$ cat src/rtl/mapper_pkg.sv
`timescale 1ns/1ps
package mapper_pkg;
  // Byte base addresses of the two register windows.
  localparam logic [31:0] MAP_BASE = 32'h0000_2000;
  localparam logic [31:0] CTL_BASE = 32'h0000_1000;
  // Field positions inside a channel control word.
  localparam int unsigned CTL_EN_BIT = 0;
  localparam int unsigned CTL_SW_BIT = 1;

  typedef enum logic [1:0] {
    WIN_NONE,
    WIN_MAP,
    WIN_CTL
  } win_e;
endpackage

$ cat src/rtl/rst_sync.sv
`timescale 1ns/1ps
module rst_sync #(
  parameter int unsigned STAGES = 2
) (
  input  logic clk,
  input  logic rst_n_in,
  output logic rst_n_out
);
  logic [STAGES-1:0] chain_q;

  always_ff @(posedge clk or negedge rst_n_in) begin
    if (!rst_n_in) chain_q <= '0;
    else           chain_q <= {chain_q[STAGES-2:0], 1'b1};
  end

  assign rst_n_out = chain_q[STAGES-1];
endmodule

$ cat src/rtl/map_regfile.sv
`timescale 1ns/1ps
module map_regfile
  import mapper_pkg::*;
#(
  parameter int unsigned NUM_LINES = 16,
  parameter int unsigned NUM_CH    = 8,
  parameter int unsigned ADDR_W    = 16,
  parameter int unsigned DATA_W    = 32
) (
  input  logic              clk,
  input  logic              rst_n,
  input  logic              reg_wr,
  input  logic              reg_rd,
  input  logic [ADDR_W-1:0] reg_addr,
  input  logic [DATA_W-1:0] reg_wdata,
  output logic [DATA_W-1:0] reg_rdata,
  output logic [DATA_W-1:0] entry_o [NUM_LINES],
  output logic [NUM_CH-1:0] ch_en_o,
  output logic [NUM_CH-1:0] sw_pulse_o
);
  localparam int unsigned LIW     = (NUM_LINES > 1) ? $clog2(NUM_LINES) : 1;
  localparam int unsigned CIW     = (NUM_CH > 1) ? $clog2(NUM_CH) : 1;
  localparam logic [31:0] MAP_END = MAP_BASE + 32'(4 * NUM_LINES);
  localparam logic [31:0] CTL_END = CTL_BASE + 32'(4 * NUM_CH);

  logic [31:0]       a32;
  win_e              win;
  logic [LIW-1:0]    map_idx;
  logic [CIW-1:0]    ctl_idx;
  logic [NUM_LINES-1:0] ent_we;
  logic              ctl_we;
  logic [NUM_CH-1:0] en_q, en_d;
  logic [NUM_CH-1:0] sw_q, sw_d;
  logic [DATA_W-1:0] rdata_q, rdata_d;

  // Address decode
  assign a32 = 32'(reg_addr);

  always_comb begin
    if (a32 >= MAP_BASE && a32 < MAP_END)      win = WIN_MAP;
    else if (a32 >= CTL_BASE && a32 < CTL_END) win = WIN_CTL;
    else                                       win = WIN_NONE;
  end

  assign map_idx = LIW'((a32 - MAP_BASE) >> 2);
  assign ctl_idx = CIW'((a32 - CTL_BASE) >> 2);
  assign ctl_we  = reg_wr && (win == WIN_CTL);

  // Routing entries, one clock-enabled word per line
  for (genvar l = 0; l < NUM_LINES; l++) begin : g_ent
    logic [DATA_W-1:0] ent_q;
    assign ent_we[l] = reg_wr && (win == WIN_MAP) && (map_idx == LIW'(l));
    always_ff @(posedge clk or negedge rst_n) begin
      if (!rst_n)          ent_q <= '0;
      else if (ent_we[l])  ent_q <= reg_wdata;
    end
    assign entry_o[l] = ent_q;
  end

  // Channel control next state
  always_comb begin
    en_d = en_q;
    sw_d = '0;
    if (ctl_we) begin
      en_d[ctl_idx] = reg_wdata[CTL_EN_BIT];
      sw_d[ctl_idx] = reg_wdata[CTL_SW_BIT];
    end
  end

  // Read data next state
  always_comb begin
    rdata_d = '0;
    if (reg_rd) begin
      unique case (win)
        WIN_MAP: rdata_d = entry_o[map_idx];
        WIN_CTL: rdata_d[CTL_EN_BIT] = en_q[ctl_idx];
        default: rdata_d = '0;
      endcase
    end
  end

  always_ff @(posedge clk or negedge rst_n) begin
    if (!rst_n)      en_q <= '0;
    else if (ctl_we) en_q <= en_d;
  end

  always_ff @(posedge clk or negedge rst_n) begin
    if (!rst_n) begin
      sw_q    <= '0;
      rdata_q <= '0;
    end else begin
      sw_q    <= sw_d;
      rdata_q <= rdata_d;
    end
  end

  assign reg_rdata  = rdata_q;
  assign ch_en_o    = en_q;
  assign sw_pulse_o = sw_q;

  // Assertions
  assert_rdata_idle_R2: assert property (@(posedge clk) disable iff (!rst_n)
    !reg_rd |=> (reg_rdata == '0))
    else $error("read data not zero after idle cycle");

  assert_sw_bit_reads_zero_R8: assert property (@(posedge clk) disable iff (!rst_n)
    (reg_rd && (win == WIN_CTL)) |=> (reg_rdata[CTL_SW_BIT] == 1'b0))
    else $error("software trigger bit read back as 1");

  assert_pulse_needs_write_R8: assert property (@(posedge clk) disable iff (!rst_n)
    !reg_wr |=> (sw_pulse_o == '0))
    else $error("software pulse without a register write");
endmodule

$ cat src/rtl/map_router.sv
`timescale 1ns/1ps
module map_router #(
  parameter int unsigned NUM_LINES = 16,
  parameter int unsigned NUM_CH    = 8,
  parameter int unsigned DATA_W    = 32
) (
  input  logic                 clk,
  input  logic                 rst_n,
  input  logic [NUM_LINES-1:0] line_req,
  input  logic [DATA_W-1:0]    entry_i [NUM_LINES],
  input  logic [NUM_CH-1:0]    ch_en_i,
  input  logic [NUM_CH-1:0]    sw_pulse_i,
  output logic [NUM_CH-1:0]    chan_req
);
  logic [NUM_LINES-1:0] hit [NUM_CH];
  logic [NUM_CH-1:0]    req_d, req_q;

  // Line-to-channel match matrix; values outside 1..NUM_CH match nothing
  for (genvar c = 0; c < NUM_CH; c++) begin : g_ch
    for (genvar l = 0; l < NUM_LINES; l++) begin : g_ln
      assign hit[c][l] = (entry_i[l] == DATA_W'(c + 1));
    end
    assign req_d[c] = ch_en_i[c] & ((|(hit[c] & line_req)) | sw_pulse_i[c]);
  end

  always_ff @(posedge clk or negedge rst_n) begin
    if (!rst_n) req_q <= '0;
    else        req_q <= req_d;
  end

  assign chan_req = req_q;

  // Assertions
  logic any_map;
  always_comb begin
    any_map = 1'b0;
    for (int l = 0; l < NUM_LINES; l++) any_map = any_map | (entry_i[l] != '0);
  end

  assert_disabled_quiet_R7: assert property (@(posedge clk) disable iff (!rst_n)
    (ch_en_i != '1) |=> ((chan_req & ~$past(ch_en_i)) == '0))
    else $error("disabled channel raised a request");

  assert_unmapped_silent_R4: assert property (@(posedge clk) disable iff (!rst_n)
    (!any_map && (sw_pulse_i == '0)) |=> (chan_req == '0))
    else $error("request with every entry clear and no trigger");
endmodule

$ cat src/rtl/dma_reqline_mapper.sv
`timescale 1ns/1ps
module dma_reqline_mapper #(
  parameter int unsigned NUM_LINES = 16,
  parameter int unsigned NUM_CH    = 8,
  parameter int unsigned ADDR_W    = 16,
  parameter int unsigned RST_STAGES = 2
) (
  input  logic                 clk,
  input  logic                 rst_n,
  input  logic                 reg_wr,
  input  logic                 reg_rd,
  input  logic [ADDR_W-1:0]    reg_addr,
  input  logic [31:0]          reg_wdata,
  output logic [31:0]          reg_rdata,
  input  logic [NUM_LINES-1:0] line_req,
  output logic [NUM_CH-1:0]    chan_req
);
  localparam int unsigned DATA_W = 32;

  logic              rst_n_s;
  logic [DATA_W-1:0] entry [NUM_LINES];
  logic [NUM_CH-1:0] ch_en;
  logic [NUM_CH-1:0] sw_pulse;

  rst_sync #(.STAGES(RST_STAGES)) u_rst (
    .clk       (clk),
    .rst_n_in  (rst_n),
    .rst_n_out (rst_n_s)
  );

  map_regfile #(
    .NUM_LINES (NUM_LINES),
    .NUM_CH    (NUM_CH),
    .ADDR_W    (ADDR_W),
    .DATA_W    (DATA_W)
  ) u_regs (
    .clk        (clk),
    .rst_n      (rst_n_s),
    .reg_wr     (reg_wr),
    .reg_rd     (reg_rd),
    .reg_addr   (reg_addr),
    .reg_wdata  (reg_wdata),
    .reg_rdata  (reg_rdata),
    .entry_o    (entry),
    .ch_en_o    (ch_en),
    .sw_pulse_o (sw_pulse)
  );

  map_router #(
    .NUM_LINES (NUM_LINES),
    .NUM_CH    (NUM_CH),
    .DATA_W    (DATA_W)
  ) u_route (
    .clk        (clk),
    .rst_n      (rst_n_s),
    .line_req   (line_req),
    .entry_i    (entry),
    .ch_en_i    (ch_en),
    .sw_pulse_i (sw_pulse),
    .chan_req   (chan_req)
  );
endmodule

$ cat config.mk
export PLATFORM = sky130hd
export DESIGN_NAME = dma_reqline_mapper
export DESIGN_NICKNAME = d
export VERILOG_FILES = /design/src/rtl/mapper_pkg.sv /design/src/rtl/rst_sync.sv /design/src/rtl/map_regfile.sv /design/src/rtl/map_router.sv /design/src/rtl/dma_reqline_mapper.sv
export SDC_FILE = /design/constraint.sdc
export NUM_CORES = 1
export LEC_CHECK = 0
export BUFFER_PORTS_ARGS = -buffer_cell sky130_fd_sc_hd__buf_2
export CORE_ASPECT_RATIO = 0.7
export CORE_MARGIN = 1
export CORE_UTILIZATION = 55
export CTS_CLUSTER_SIZE = 25
export DETAILED_ROUTE_END_ITERATION = 10
export PLACE_DENSITY_LB_ADDON = 0.25
export SLEW_MARGIN = 20
export SYNTH_ARGS = -nofsm -noshare
export SYNTH_HDL_FRONTEND = slang
export SYNTH_SLANG_ARGS = --single-unit
$ cat constraint.sdc
create_clock -name clk -period 24.6 [get_ports clk]
set_input_delay 1.23 -clock clk [delete_from_list [all_inputs] [get_ports clk]]
set_output_delay 1.23 -clock clk [all_outputs]
set_load 0.01 [all_outputs]
==> impl_metrics.py <==
metrics = {
    "synthesis": {
        "syn-instance-count": 1973,
        "async_flop_share_pct": 100.0,
        "yosys_warnings": 0,
        "synth_nets": 2041,
        "seq_area_frac_synth_pct": 51.02,
        "synth_area_sq_um": 27960,
        "syn_avg_cell_area_sq_um": 14.17,
        "yosysUniqueCellTypes": 56,
        "synth_seq_cells": 570,
        "synth_edf_count": 0,
        "synthFlopType": "dfrtp_1",
    },
    "setup_path": {
        "worst-endpoint-required_ps": 25240,
        "cp-end-kind": "asynchronous set/reset pin",
        "crit_type": "flip-flop to asynchronous set/reset pin",
        "r2r-start": "u_rst.chain_q[1]$_DFF_PN0_",
        "rrSetupSlack_ps": 20280,
        "crit_fanout": 87,
        "crit_path_start_kind": "flip-flop",
        "crit_cells": 5,
        "crit_buf_inv": 5,
        "cp_slowest_cell": "dfrtp_4",
        "max_stage_delay_ps": 980,
        "startpoint": "u_rst.chain_q[1]$_DFF_PN0_",
        "path_cells": "buf_4, buf_4, buf_12, buf_4, buf_6",
        "endpoint": "u_regs.g_ent[5].ent_q[5]$_DFFE_PN0P_",
        "reg2reg_to": "u_regs.g_ent[5].ent_q[5]$_DFFE_PN0P_",
        "path_common_cell": "buf_4",
        "r2r_cells": 5,
        "crit_family": "buffers and inverters",
        "arrival_ps": 4960,
    },
    "clock_network": {
        "cts_setup_buffers": 0,
        "h-tree-depth": 2,
        "cts.sinks": 570,
        "cts_made_buffers": 54,
        "cts_resized": 0,
        "clk_pin_slew_ps": 70,
        "root_buffer": "clkbuf_16",
        "clock_latency_ps": 650,
        "postCtsHoldBufs": 0,
        "cts_tree": "built",
        "clock_path_buffers": 3,
    },
    "routing": {
        "wl_per_cell_um": 36.33,
        "drc_errors": 0,
        "via_per_inst": 7.149,
        "met1_length_um": 44780,
        "drt_iter0_drc": 2829,
        "num_vias": 19630,
        "dr.max_layer_used": "met5",
        "first_pass_iters": 6,
        "antenna_left": 0,
        "met3_wirelength_um": 13650,
        "drt_wl_total_um": 99750,
        "met2WireLength_um": 39450,
    },
    "grt": {
        "grt_start_max_net_pins": 88,
        "grt_usage_pct": 39.38,
        "grt_antenna_before_repair": 5,
        "grt_pass1_vias": 18860,
        "grt_overflow": 0,
        "grt_pass1_wl_um": 142600,
    },
    "pwr": {
        "power_density_nw_per_um2": 62.53,
        "power_mw": 1.947,
        "vdd_ir_drop_max_uv": 58.12,
        "total_leakage_power_nw": 14.94,
    },
    "placement": {
        "port_buffers": 105,
        "place_hpwl_um": 72070,
        "gp_congestion": 1.015,
    },
    "die": {
        "fp.coreArea_sq_um": 49690,
        "rows": 68,
        "design.die.area_sq_um": 51750,
        "die_x_um": 271.5,
        "ios": 108,
        "die-height_um": 190.6,
        "initial_core_util_pct": 56.26,
    },
    "layout": {
        "layout-drive-gt1-share_pct": 45.34,
        "area_growth_pct": 11.38,
        "final_nets": 2104,
        "layout_common_cells": "569 x dfrtp_1, 486 x mux2_2, 162 x mux4_2, 105 x nor4_1, 103 x buf_2",
        "final_common_cell": "dfrtp_1",
    },
    "timing": {
        "skew_ps": 40.66,
        "rsz0062_at_grt": "false",
        "slew_viol_final": 0,
        "period_share_pct": 17.56,
        "timing.setup.tns_ps": 0,
        "min_period_ps": 4321,
        "worst_pin_slew_ps": 1280,
        "setup_viol": 0,
        "finalHoldViolations": 0,
        "max_freq_mhz": 231.4,
        "slew_headroom_pct": 13.90,
    },
    "min_path": {
        "holdCritPathClass": "input port to asynchronous set/reset pin",
    },
    "run_status": {
        "status": "complete, no violations",
    },
    "run": {
        "drv_cap": 0,
    },
}
-- worst register-to-register path: cells and delay by family (launching register included) --
| kind | cells | cell delay, ps |
|---|---|---|
| buffers and inverters | 5 | 3250 |
| flip-flops | 1 | 980 |
-- logic make-up after synthesis --
group / after synthesis / synth area share, %
muxes: 677 / 34.06
DFF: 570 / 51.02
and+or+nand+nor: 499 / 10.40
buffers and inverters: 155 / 2.426
AOI/OAI and AO/OA: 71 / 2.077
other: 1 / 0.01341
-- through the flow --
stage          hold slack, ps  utilization (%)  std cells  setup WS, ps  area (sq um)
2_1_floorplan           331.2                -       1973          7536         27960
3_3_place_gp            335.1            58.54       2644         19770         29090
3_5_place_dp            370.9            58.58       2644         19630         29110
4_1_cts                 343.1            62.51       2744         19590         31060
5_1_grt                 353.3            62.66       2745         19620         31130
6_report                362.1            62.67       2746         20280         31140
-- power breakdown --
group          internal [mW]  switching (mW)  total (mW)  leakage [nW]
sequential             0.938         0.00348       0.942          7.93
combinational         0.0229          0.0665      0.0894          6.04
clock                  0.531           0.385       0.916         0.965
-- state kept, by name (all words and copies together) (netlist names) --
| signal | count |
|---|---|
| u_regs.g_ent.ent_q | 512 |
| u_regs.reg_rdata | 32 |
| u_regs.ch_en_o | 8 |
| u_regs.sw_pulse_o | 8 |
| u_route.chan_req | 8 |
| u_rst.chain_q | 2 |
-- Yosys cell counts (all sizes together) (10+ instances only) --
cell type | count | area (sq um)
nand2 | 50 | 187.7
nor3b | 11 | 82.58
nor4 | 118 | 759.5
inv | 21 | 78.83
nor2b | 14 | 87.58
mux4 | 162 | 3649
and3 | 37 | 231.5
clkbuf | 57 | 214.0
nand4 | 35 | 219.0
dfrtp | 570 | 14260
nand3 | 33 | 165.2
nor3 | 54 | 270.3
a32oi | 17 | 148.9
or4 | 14 | 108.9
nor4b | 14 | 122.6
mux2 | 514 | 5863
buf | 77 | 385.4
nand2b | 10 | 62.56
nor2 | 68 | 272.8
nand4b | 14 | 122.6
-- area by class of cell --
cell class,instances,area [sq um]
repair buffers,141,827.0
well taps,665,832.0
diodes,1,2.502
multi-input cells,1248,13180
clock inverters,23,344.1
inverters,21,78.83
clock buffers,77,1608
fillers,3759,18550
flip-flops and latches,570,14270
-- metal layers --
metal,vias up,global-route usage [%]
met5,-,0
met4,4,7.736
met3,118,15.94
met2,1126,50.30
met1,10550,62.21
li1,7837,-
-- worst min-delay path by stage --
| stage | end | slack, ps | startpoint | cells past startpoint |
|---|---|---|---|---|
| 2_1_floorplan | u_rst.chain_q[1]$_DFF_PN0_ | 330 | u_rst.chain_q[0]$_DFF_PN0_ | 0 |
| 5_1_grt | u_rst.chain_q[1]$_DFF_PN0_ | 350 | rst_n | 1 |
| 4_1_cts | u_rst.chain_q[1]$_DFF_PN0_ | 340 | rst_n | 1 |
| 3_3_place_gp | u_rst.chain_q[1]$_DFF_PN0_ | 340 | u_rst.chain_q[0]$_DFF_PN0_ | 0 |
| 6_report | u_rst.chain_q[0]$_DFF_PN0_ | 360 | rst_n | 1 |
| 3_5_place_dp | u_rst.chain_q[1]$_DFF_PN0_ | 370 | u_rst.chain_q[0]$_DFF_PN0_ | 0 |
Power figures use the tool's default switching activity.
